### config.mk
export PLATFORM = sky130hd
export DESIGN_NAME = shift_fifo
export DESIGN_NICKNAME = d
export VERILOG_FILES = /design/src/rtl/shift_fifo_pkg.sv /design/src/rtl/strobe_sync.sv /design/src/rtl/fifo_ctrl.sv /design/src/rtl/fifo_datapath.sv /design/src/rtl/shift_fifo.sv
export SDC_FILE = /design/constraint.sdc
export NUM_CORES = 1
export LEC_CHECK = 0
export ABC_AREA = 1
export BUFFER_PORTS_ARGS = -buffer_cell sky130_fd_sc_hd__buf_2
export CAP_MARGIN = 15
export CORE_MARGIN = 1
export CORE_UTILIZATION = 35
export CTS_CLUSTER_SIZE = 16
export DETAILED_ROUTE_END_ITERATION = 8
export PLACE_DENSITY = 0.46
export SYNTH_ARGS = -nofsm -noshare
export SYNTH_HDL_FRONTEND = slang
export SYNTH_SLANG_ARGS = --single-unit
### constraint.sdc
create_clock -name clk -period 7 [get_ports clk]
set_input_delay 1.4 -clock clk [delete_from_list [all_inputs] [get_ports clk]]
set_output_delay 1.4 -clock clk [all_outputs]
set_load 0.05 [all_outputs]
### src/rtl/shift_fifo_pkg.sv
package shift_fifo_pkg;
  // strobes issued by control to the datapath each clock
  typedef struct packed {
    logic capture;  // latch dataIn into the pending-word holder
    logic push;     // write holder into storage at the write pointer
    logic pop;      // advance the read pointer
  } fifoStrobe_t;
endpackage

### src/rtl/strobe_sync.sv
module strobe_sync #(
  parameter int STAGES = 2
) (
  input  logic clk,
  input  logic rstN,
  input  logic strobeIn,
  output logic level,
  output logic rise
);
  logic [STAGES-1:0] chain;
  logic prevLevel;

  generate
    if (STAGES == 1) begin : g_single
      always_ff @(posedge clk or negedge rstN)
        if (!rstN) chain <= '0;
        else       chain <= strobeIn;
    end else begin : g_multi
      always_ff @(posedge clk or negedge rstN)
        if (!rstN) chain <= '0;
        else       chain <= {chain[STAGES-2:0], strobeIn};
    end
  endgenerate

  always_ff @(posedge clk or negedge rstN)
    if (!rstN) prevLevel <= 1'b0;
    else       prevLevel <= level;

  assign level = chain[STAGES-1];
  assign rise  = level & ~prevLevel;
endmodule

### src/rtl/fifo_ctrl.sv
module fifo_ctrl
  import shift_fifo_pkg::*;
#(
  parameter int DEPTH = 64,
  localparam int CW = $clog2(DEPTH) + 1
) (
  input  logic        clk,
  input  logic        rstN,
  input  logic        siLvl,
  input  logic        siRise,
  input  logic        soLvl,
  input  logic        soRise,
  output fifoStrobe_t strobe,
  output logic        inReady,
  output logic        outReady,
  output logic        halfFull,
  output logic        full
);
  localparam logic [CW-1:0] CAP  = CW'(DEPTH);
  localparam logic [CW-1:0] HALF = CW'(DEPTH / 2);

  logic [CW-1:0] count;
  logic wrPend, wrBlocked, wrAck;
  logic rdPend, rdBlocked, orPulse;
  logic isFull, nonEmpty, doWrite, doRead;

  always_comb begin
    isFull   = (count == CAP);
    nonEmpty = (count != '0);
    doWrite  = wrPend & ~isFull;
    // a read that waited on empty shows its word for one clock first
    doRead   = rdPend & nonEmpty & (~rdBlocked | orPulse);
    strobe.capture = siRise & ~wrPend;
    strobe.push    = doWrite;
    strobe.pop     = doRead;
  end

  always_ff @(posedge clk or negedge rstN) begin
    if (!rstN) begin
      count     <= '0;
      wrPend    <= 1'b0;
      wrBlocked <= 1'b0;
      wrAck     <= 1'b0;
      rdPend    <= 1'b0;
      rdBlocked <= 1'b0;
      orPulse   <= 1'b0;
    end else begin
      count     <= count + CW'(doWrite) - CW'(doRead);
      wrPend    <= wrPend ? ~doWrite : siRise;
      wrBlocked <= wrPend & ~doWrite & (isFull | wrBlocked);
      wrAck     <= doWrite & wrBlocked;
      rdPend    <= rdPend ? ~doRead : soRise;
      rdBlocked <= rdPend & ~doRead & (~nonEmpty | rdBlocked);
      orPulse   <= rdPend & rdBlocked & nonEmpty & ~orPulse;
    end
  end

  assign inReady  = (~isFull & ~wrPend & ~siLvl) | wrAck;
  assign outReady = (nonEmpty & ~rdPend & ~soLvl) | orPulse;
  assign halfFull = (count >= HALF);
  assign full     = isFull;
endmodule

### src/rtl/fifo_datapath.sv
module fifo_datapath
  import shift_fifo_pkg::*;
#(
  parameter int WIDTH = 9,
  parameter int DEPTH = 64,
  localparam int AW = $clog2(DEPTH)
) (
  input  logic             clk,
  input  logic             rstN,
  input  fifoStrobe_t      strobe,
  input  logic [WIDTH-1:0] dataIn,
  output logic [WIDTH-1:0] headWord
);
  localparam logic [AW-1:0] LAST = AW'(DEPTH - 1);

  logic [WIDTH-1:0] store [DEPTH];
  logic [WIDTH-1:0] holdWord;
  logic [AW-1:0]    wrPtr, rdPtr;

  always_ff @(posedge clk or negedge rstN) begin
    if (!rstN) begin
      wrPtr    <= '0;
      rdPtr    <= '0;
      holdWord <= '0;
    end else begin
      if (strobe.capture) holdWord <= dataIn;
      if (strobe.push)    wrPtr <= (wrPtr == LAST) ? '0 : wrPtr + 1'b1;
      if (strobe.pop)     rdPtr <= (rdPtr == LAST) ? '0 : rdPtr + 1'b1;
    end
  end

  always_ff @(posedge clk)
    if (strobe.push) store[wrPtr] <= holdWord;

  assign headWord = store[rdPtr];
endmodule

### src/rtl/shift_fifo.sv
module shift_fifo
  import shift_fifo_pkg::*;
#(
  parameter int WIDTH       = 9,
  parameter int DEPTH       = 64,
  parameter int SYNC_STAGES = 2
) (
  input  logic             clk,
  input  logic             rstN,
  input  logic             shiftIn,
  input  logic             shiftOut,
  input  logic             outEn,
  input  logic [WIDTH-1:0] dataIn,
  output logic [WIDTH-1:0] dataOut,
  output logic             dataOutOe,
  output logic             inReady,
  output logic             outReady,
  output logic             halfFull,
  output logic             full
);
  fifoStrobe_t      strobe;
  logic             siLvl, siRise, soLvl, soRise;
  logic [WIDTH-1:0] headWord;

  strobe_sync #(.STAGES(SYNC_STAGES)) uSiSync (
    .clk(clk), .rstN(rstN), .strobeIn(shiftIn), .level(siLvl), .rise(siRise));

  strobe_sync #(.STAGES(SYNC_STAGES)) uSoSync (
    .clk(clk), .rstN(rstN), .strobeIn(shiftOut), .level(soLvl), .rise(soRise));

  fifo_ctrl #(.DEPTH(DEPTH)) uCtrl (
    .clk(clk), .rstN(rstN), .siLvl(siLvl), .siRise(siRise),
    .soLvl(soLvl), .soRise(soRise), .strobe(strobe),
    .inReady(inReady), .outReady(outReady), .halfFull(halfFull), .full(full));

  fifo_datapath #(.WIDTH(WIDTH), .DEPTH(DEPTH)) uData (
    .clk(clk), .rstN(rstN), .strobe(strobe), .dataIn(dataIn), .headWord(headWord));

  assign dataOut   = outEn ? headWord : '0;
  assign dataOutOe = outEn;
endmodule

# == Word-level counts from Yosys, hierarchy flattened ==
# Memories as Yosys holds them, arrays and structs flattened.
# Cells that the tools add are included.
# totals
mem_bits_rw,576
output_inout_bits,14
mem_count,1
register_bits,40
# mem_list
name,words,width,read_ports,rd_clocked_by_memory_dff,write_ports,line_no,text
uData.store,64,9,1,0,1,fifo_datapath.sv:16,logic [WIDTH-1:0] store [DEPTH];
# op_classes
add_sub_neg,4
n_reduce_logical,1
muxes,7
bitwise,35
magnitude_cmp,1
n_eq_ne,3
# ops
cell,count
$and A1 B1 Y1,18
$add A6 B1 Y6 const B,2
$eq A6 B6 Y1 const B,2
$mux W6,2
$not A1 Y1,12
$mux W9,1
$add A7 B1 Y7,1
$eq A7 B7 Y1 const B,1
$ge A7 B6 Y1 const B,1
$reduce_bool A7 Y1,1
$sub A7 B1 Y7,1
$or A1 B1 Y1,5
$mux W1,4

# == Depth between registers and ports, before layout ==
# depth
word_depth,6
ltp_mapped,17
depth_no_buf,17

# == Cells and area by module ==
# From an unflattened synthesis, not the netlist that was laid out.
# unflattened
hier_cells,2464
hier_area_um2,26426.6
# by_module_without_submodules
mod,area_per_inst_um2,seq_area_each_um2,n_inst,cells_each
fifo_datapath,25330.5,17822.1,1,2333
fifo_ctrl,839.6,325.3,1,101
strobe_sync,85.1,75.1,2,5
shift_fifo,86.3,0.0,1,20

# == Worst setup path before layout ==
# No wires, ideal clock.
# synth_path
path_type,input-to-output
start,input port outEn
end,output port dataOut[0]
arrival_ns,2.252
path_stages,2
required_ns,5.600
setup_slack_ns,3.348
n_path_buf,0
cell_sequence,clkinv_1 > nor2_1
# synth_between
elab_chain_cells,1
# synth_lines
item,line_no,text
"start, declared",shift_fifo.sv:12,"input logic outEn,"
$mux W9,shift_fifo.sv:39,assign dataOut = outEn ? headWord : '0;
"end, declared",shift_fifo.sv:14,"output logic [WIDTH-1:0] dataOut,"
# Every way passes these cells.

# == Worst setup path after layout ==
# layout_path
start,register uData.rdPtr[0]
end,output port dataOut[5]
# layout_between
elab_chain_cells,2
# layout_lines
item,line_no,text
"start, declared",fifo_datapath.sv:18,"logic [AW-1:0] wrPtr, rdPtr;"
"start signal, assigned",fifo_datapath.sv:28,if (strobe.pop) rdPtr <= (rdPtr == LAST) ? '0 : rdPtr + 1'b1;
$mem_v2 Z64 W9,n/a,
$mux W9,shift_fifo.sv:39,
# Every way passes these cells.

==> results.md <==
- IO Pins: 28
- Post-DRT Antenna Nets: 0
- Reg clk slew, reported paths: 0.06 ns
- CP Capture Type: output port
- Initial antenna violation count: 0
- Measured slew at the worst slew-check pin: 1.14 ns
- Yosys reg bits: 616
- CTS Buf Count: 72
- Worst-path fanout max: 103
- Worst path required time: 5.60 ns
- Fmax: 172 MHz
- Area Overhead vs Synth: 11.7%
- Seq/Total Area, Yosys: 0.690
- Rows: 100
- Post_cts resized: 0
- Die Footprint: 76900 um^2
- RSZ-0062 raised after global routing: false
- Hold_ws: 0.353 ns
- Worst vdd ir: 215 uV
- Final worst setup slack: 1.18 ns
- Total negative slack: 0 ns
- Met2 usage: 0.293
- Starting DRT DRC Count: 1411
- # DRC: 0
- Die height: 277 um
- Top cells by count, synth: 883 x nand2_1, 576 x edfxtp_1, 304 x inv_1, 293 x nand3_1, 210 x nor2_1
- Met3 usage: 0.0274
- Period utilization: 0.832
- First-pass GRT wire length: 108000 um
- Average size of a mapped cell: 10.4 um^2
- Async SR Flop Fraction: 0.0649
- Drt total wl: 71800 um
- Fillers: 7264
- Synth Net Count: 2582
- Inserted Diodes: 0
- Die Width: 277 um
- LEAKAGE: 12.0 nW
- Dominant cell type by area after synthesis: edfxtp_1
- CTS tree: done
- Final #Nets: 2592
- Max Slew Vio Count: 0
- Most used DFF post-synth: edfxtp_1
- Post-detail-place hpwl: 40700 um
- CTS H-tree lvls: 3
- Crit Path Class: flip-flop to output port
- Fraction of layout cells with a size suffix above 1: 0.0659
- Data arrival time of the worst path: 4.42 ns
- Top-count cell post-synth: nand2_1
- Rel. slew slack: 0.235
- Final Hold Vio Count: 0
- Met1 Resource Use GR: 0.269
- Status: completed
- Wirelength per Cell: 20.1 um
- Cells after synthesis: 2555
- Vias per cell: 4.85
- Via count: 17300
- Share of the synthesized area in the top cell type: 0.652
- Mapped cell area: 26500 um^2
- Core Box Area: 74700 um^2
- Worst-case clock buffer depth: 3
- Final setup fails: 0
- Max-Cap Viols: 0
- Yosys cell types: 27
- Pwr dens: 401 nW/um^2
- Clock Latency Late Sink: 0.61 ns
- TritonRoute pass-1 iters: 7
- Number of global-route vias before repair: 17100
- Total track usage: 0.186
- Largest net degree at the start of global routing: 163
- Clock skew: 0.0239 ns
- Clock root cell: clkbuf_16
- Initial Util: 0.355
- Final Critical Period: 5.82 ns
- Ys Warns: 0
- # hold bufs at CTS: 0
- EDFF count, synth: 576
- Post-CTS Setup Bufs: 0
- Grt total ovfl: 0
- GR peak layer: met2
- Top cells by area, synth: edfxtp_1 65%, nand2_1 12%, nand3_1 5.5%, inv_1 4.3%, dfrtp_1 3.8%
- Worst Setup Start Kind: flip-flop
- PortBufs: 27
- GPL Wtd Cong: 0.811
- Worst hold path type: flip-flop to flip-flop
- CTS sink cnt: 616
- Setup WS pre-CTS: 1.83 ns
## routing by layer
layer,up-vias,part of all wire
met5,-,0
met4,0,0.018
met3,84,0.052
met2,398,0.46
met1,8541,0.47
li1,8320,-
## where the power goes
part / switching (mW) / total, mW / internal [mW] / leakage, nW
combinational: 2.90 / 3.86 / 0.957 / 5.33
clock: 1.46 / 3.51 / 2.05 / 1.06
sequential: 0.194 / 4.50 / 4.31 / 5.65
## final cells by class
| cell class | instances | area [um^2] | area share |
|---|---|---|---|
| well taps | 969 | 1210 | 0.0409 |
| multi-input cells | 1504 | 6380 | 0.215 |
| inverters | 318 | 1200 | 0.0406 |
| repair buffers | 53 | 355 | 0.0120 |
| flip-flops and latches | 616 | 18300 | 0.618 |
| clock buffers | 87 | 1920 | 0.0649 |
| clock inverters | 31 | 229 | 0.00773 |
## state kept, by name, summed over array words and instances, names as in the netlist
signal,count
uSiSync.prevLevel,1
uCtrl.wrAck,1
uData.rdPtr,6
uCtrl.wrPend,1
uData.store,576
uCtrl.wrBlocked,1
uCtrl.rdPend,1
uSoSync.prevLevel,1
uCtrl.orPulse,1
uData.holdWord,9
uSiSync.chain,2
uSoSync.chain,2
uCtrl.rdBlocked,1
uData.wrPtr,6
uCtrl.count,7
## per-stage QoR
step | cell area (um^2) | util | std cells | power [mW]
3_3_place_gp | 27500 | 0.368 | 3460 | 8.45
5_1_grt | 29600 | 0.397 | 3578 | 12.5
4_1_cts | 29600 | 0.397 | 3578 | 12.0
2_1_floorplan | 26500 | - | 2555 | 7.13
6_report | 29600 | 0.397 | 3578 | 11.9
3_5_place_dp | 27500 | 0.368 | 3460 | 8.48
## worst max-delay path: stages, from the launching register on
cell and delay [ns]:
dfrtp_4 0.81, inv_8 0.64, buf_12 0.43, buf_4 0.44, nand2_1 0.09, nand2_1 0.07, nand2_1 0.05, nand3_1 0.16
nand3_1 0.16, nand2_1 0.11, nand2_1 0.05, nand2_1 0.19, nor2_1 0.08, nor2_1 0.09, buf_2 0.27
## cells in the final DEF, fill, tap and decap left out, types with 3 or more instances in the layout
| cell | netlist | final |
|---|---|---|
| clkbuf_16 | 0 | 75 |
| dfrtp_1 | 40 | 29 |
| nor2_1 | 210 | 209 |
| buf_4 | 11 | 24 |
| xor2_1 | 9 | 9 |
| o21ai_1 | 30 | 30 |
| nand4_1 | 4 | 4 |
| bufinv_16 | 0 | 3 |
| clkinv_1 | 11 | 23 |
| mux2_2 | 9 | 9 |
| nand2_1 | 883 | 883 |
| buf_2 | 70 | 27 |
| inv_1 | 304 | 304 |
| nand3_1 | 293 | 293 |
| nor3_1 | 3 | 3 |
| inv_6 | 0 | 3 |
| a21oi_1 | 16 | 16 |
| clkinv_2 | 0 | 12 |
| dfrtp_2 | 0 | 9 |
| ha_1 | 12 | 12 |
| o21ai_0 | 26 | 26 |
| clkbuf_1 | 21 | 12 |
| edfxtp_1 | 576 | 576 |
## path summary, 6_finish.rpt
| path | from | to | slack, ns | depth (start not counted) |
|---|---|---|---|---|
| max | uData.rdPtr[0]$_DFFE_PN0P_ | dataOut[5] | 1.18 | 14 |
| min | uSiSync.chain[0]$_DFF_PN0_ | uSiSync.chain[1]$_DFF_PN0_ | 0.35 | 0 |
| max reg2reg | uCtrl.count[2]$_DFF_PN0_ | uData.store[57][0]$_DFFE_PP_ | 3.39 | 9 |
| min reg2reg | uSiSync.chain[0]$_DFF_PN0_ | uSiSync.chain[1]$_DFF_PN0_ | 0.35 | 0 |
| max in group asynchronous | rstN | uData.rdPtr[0]$_DFFE_PN0P_ | 5.36 | 1 |
| min in group asynchronous | rstN | uCtrl.count[4]$_DFF_PN0_ | 0.94 | 1 |
## kinds of logic after synthesis
| kind of cell | synth area share |
|---|---|
| AND/OR/NAND/NOR | 0.212 |
| flip-flops | 0.690 |
| buffers and inverters | 0.0698 |
| AO/OA/AOI/OAI | 0.0149 |
| adder cells (fa/ha/maj) | 0.00641 |
| XOR/XNOR | 0.00297 |
| multiplexers | 0.00382 |
Note: power is estimated with default switching activity, not from simulation.
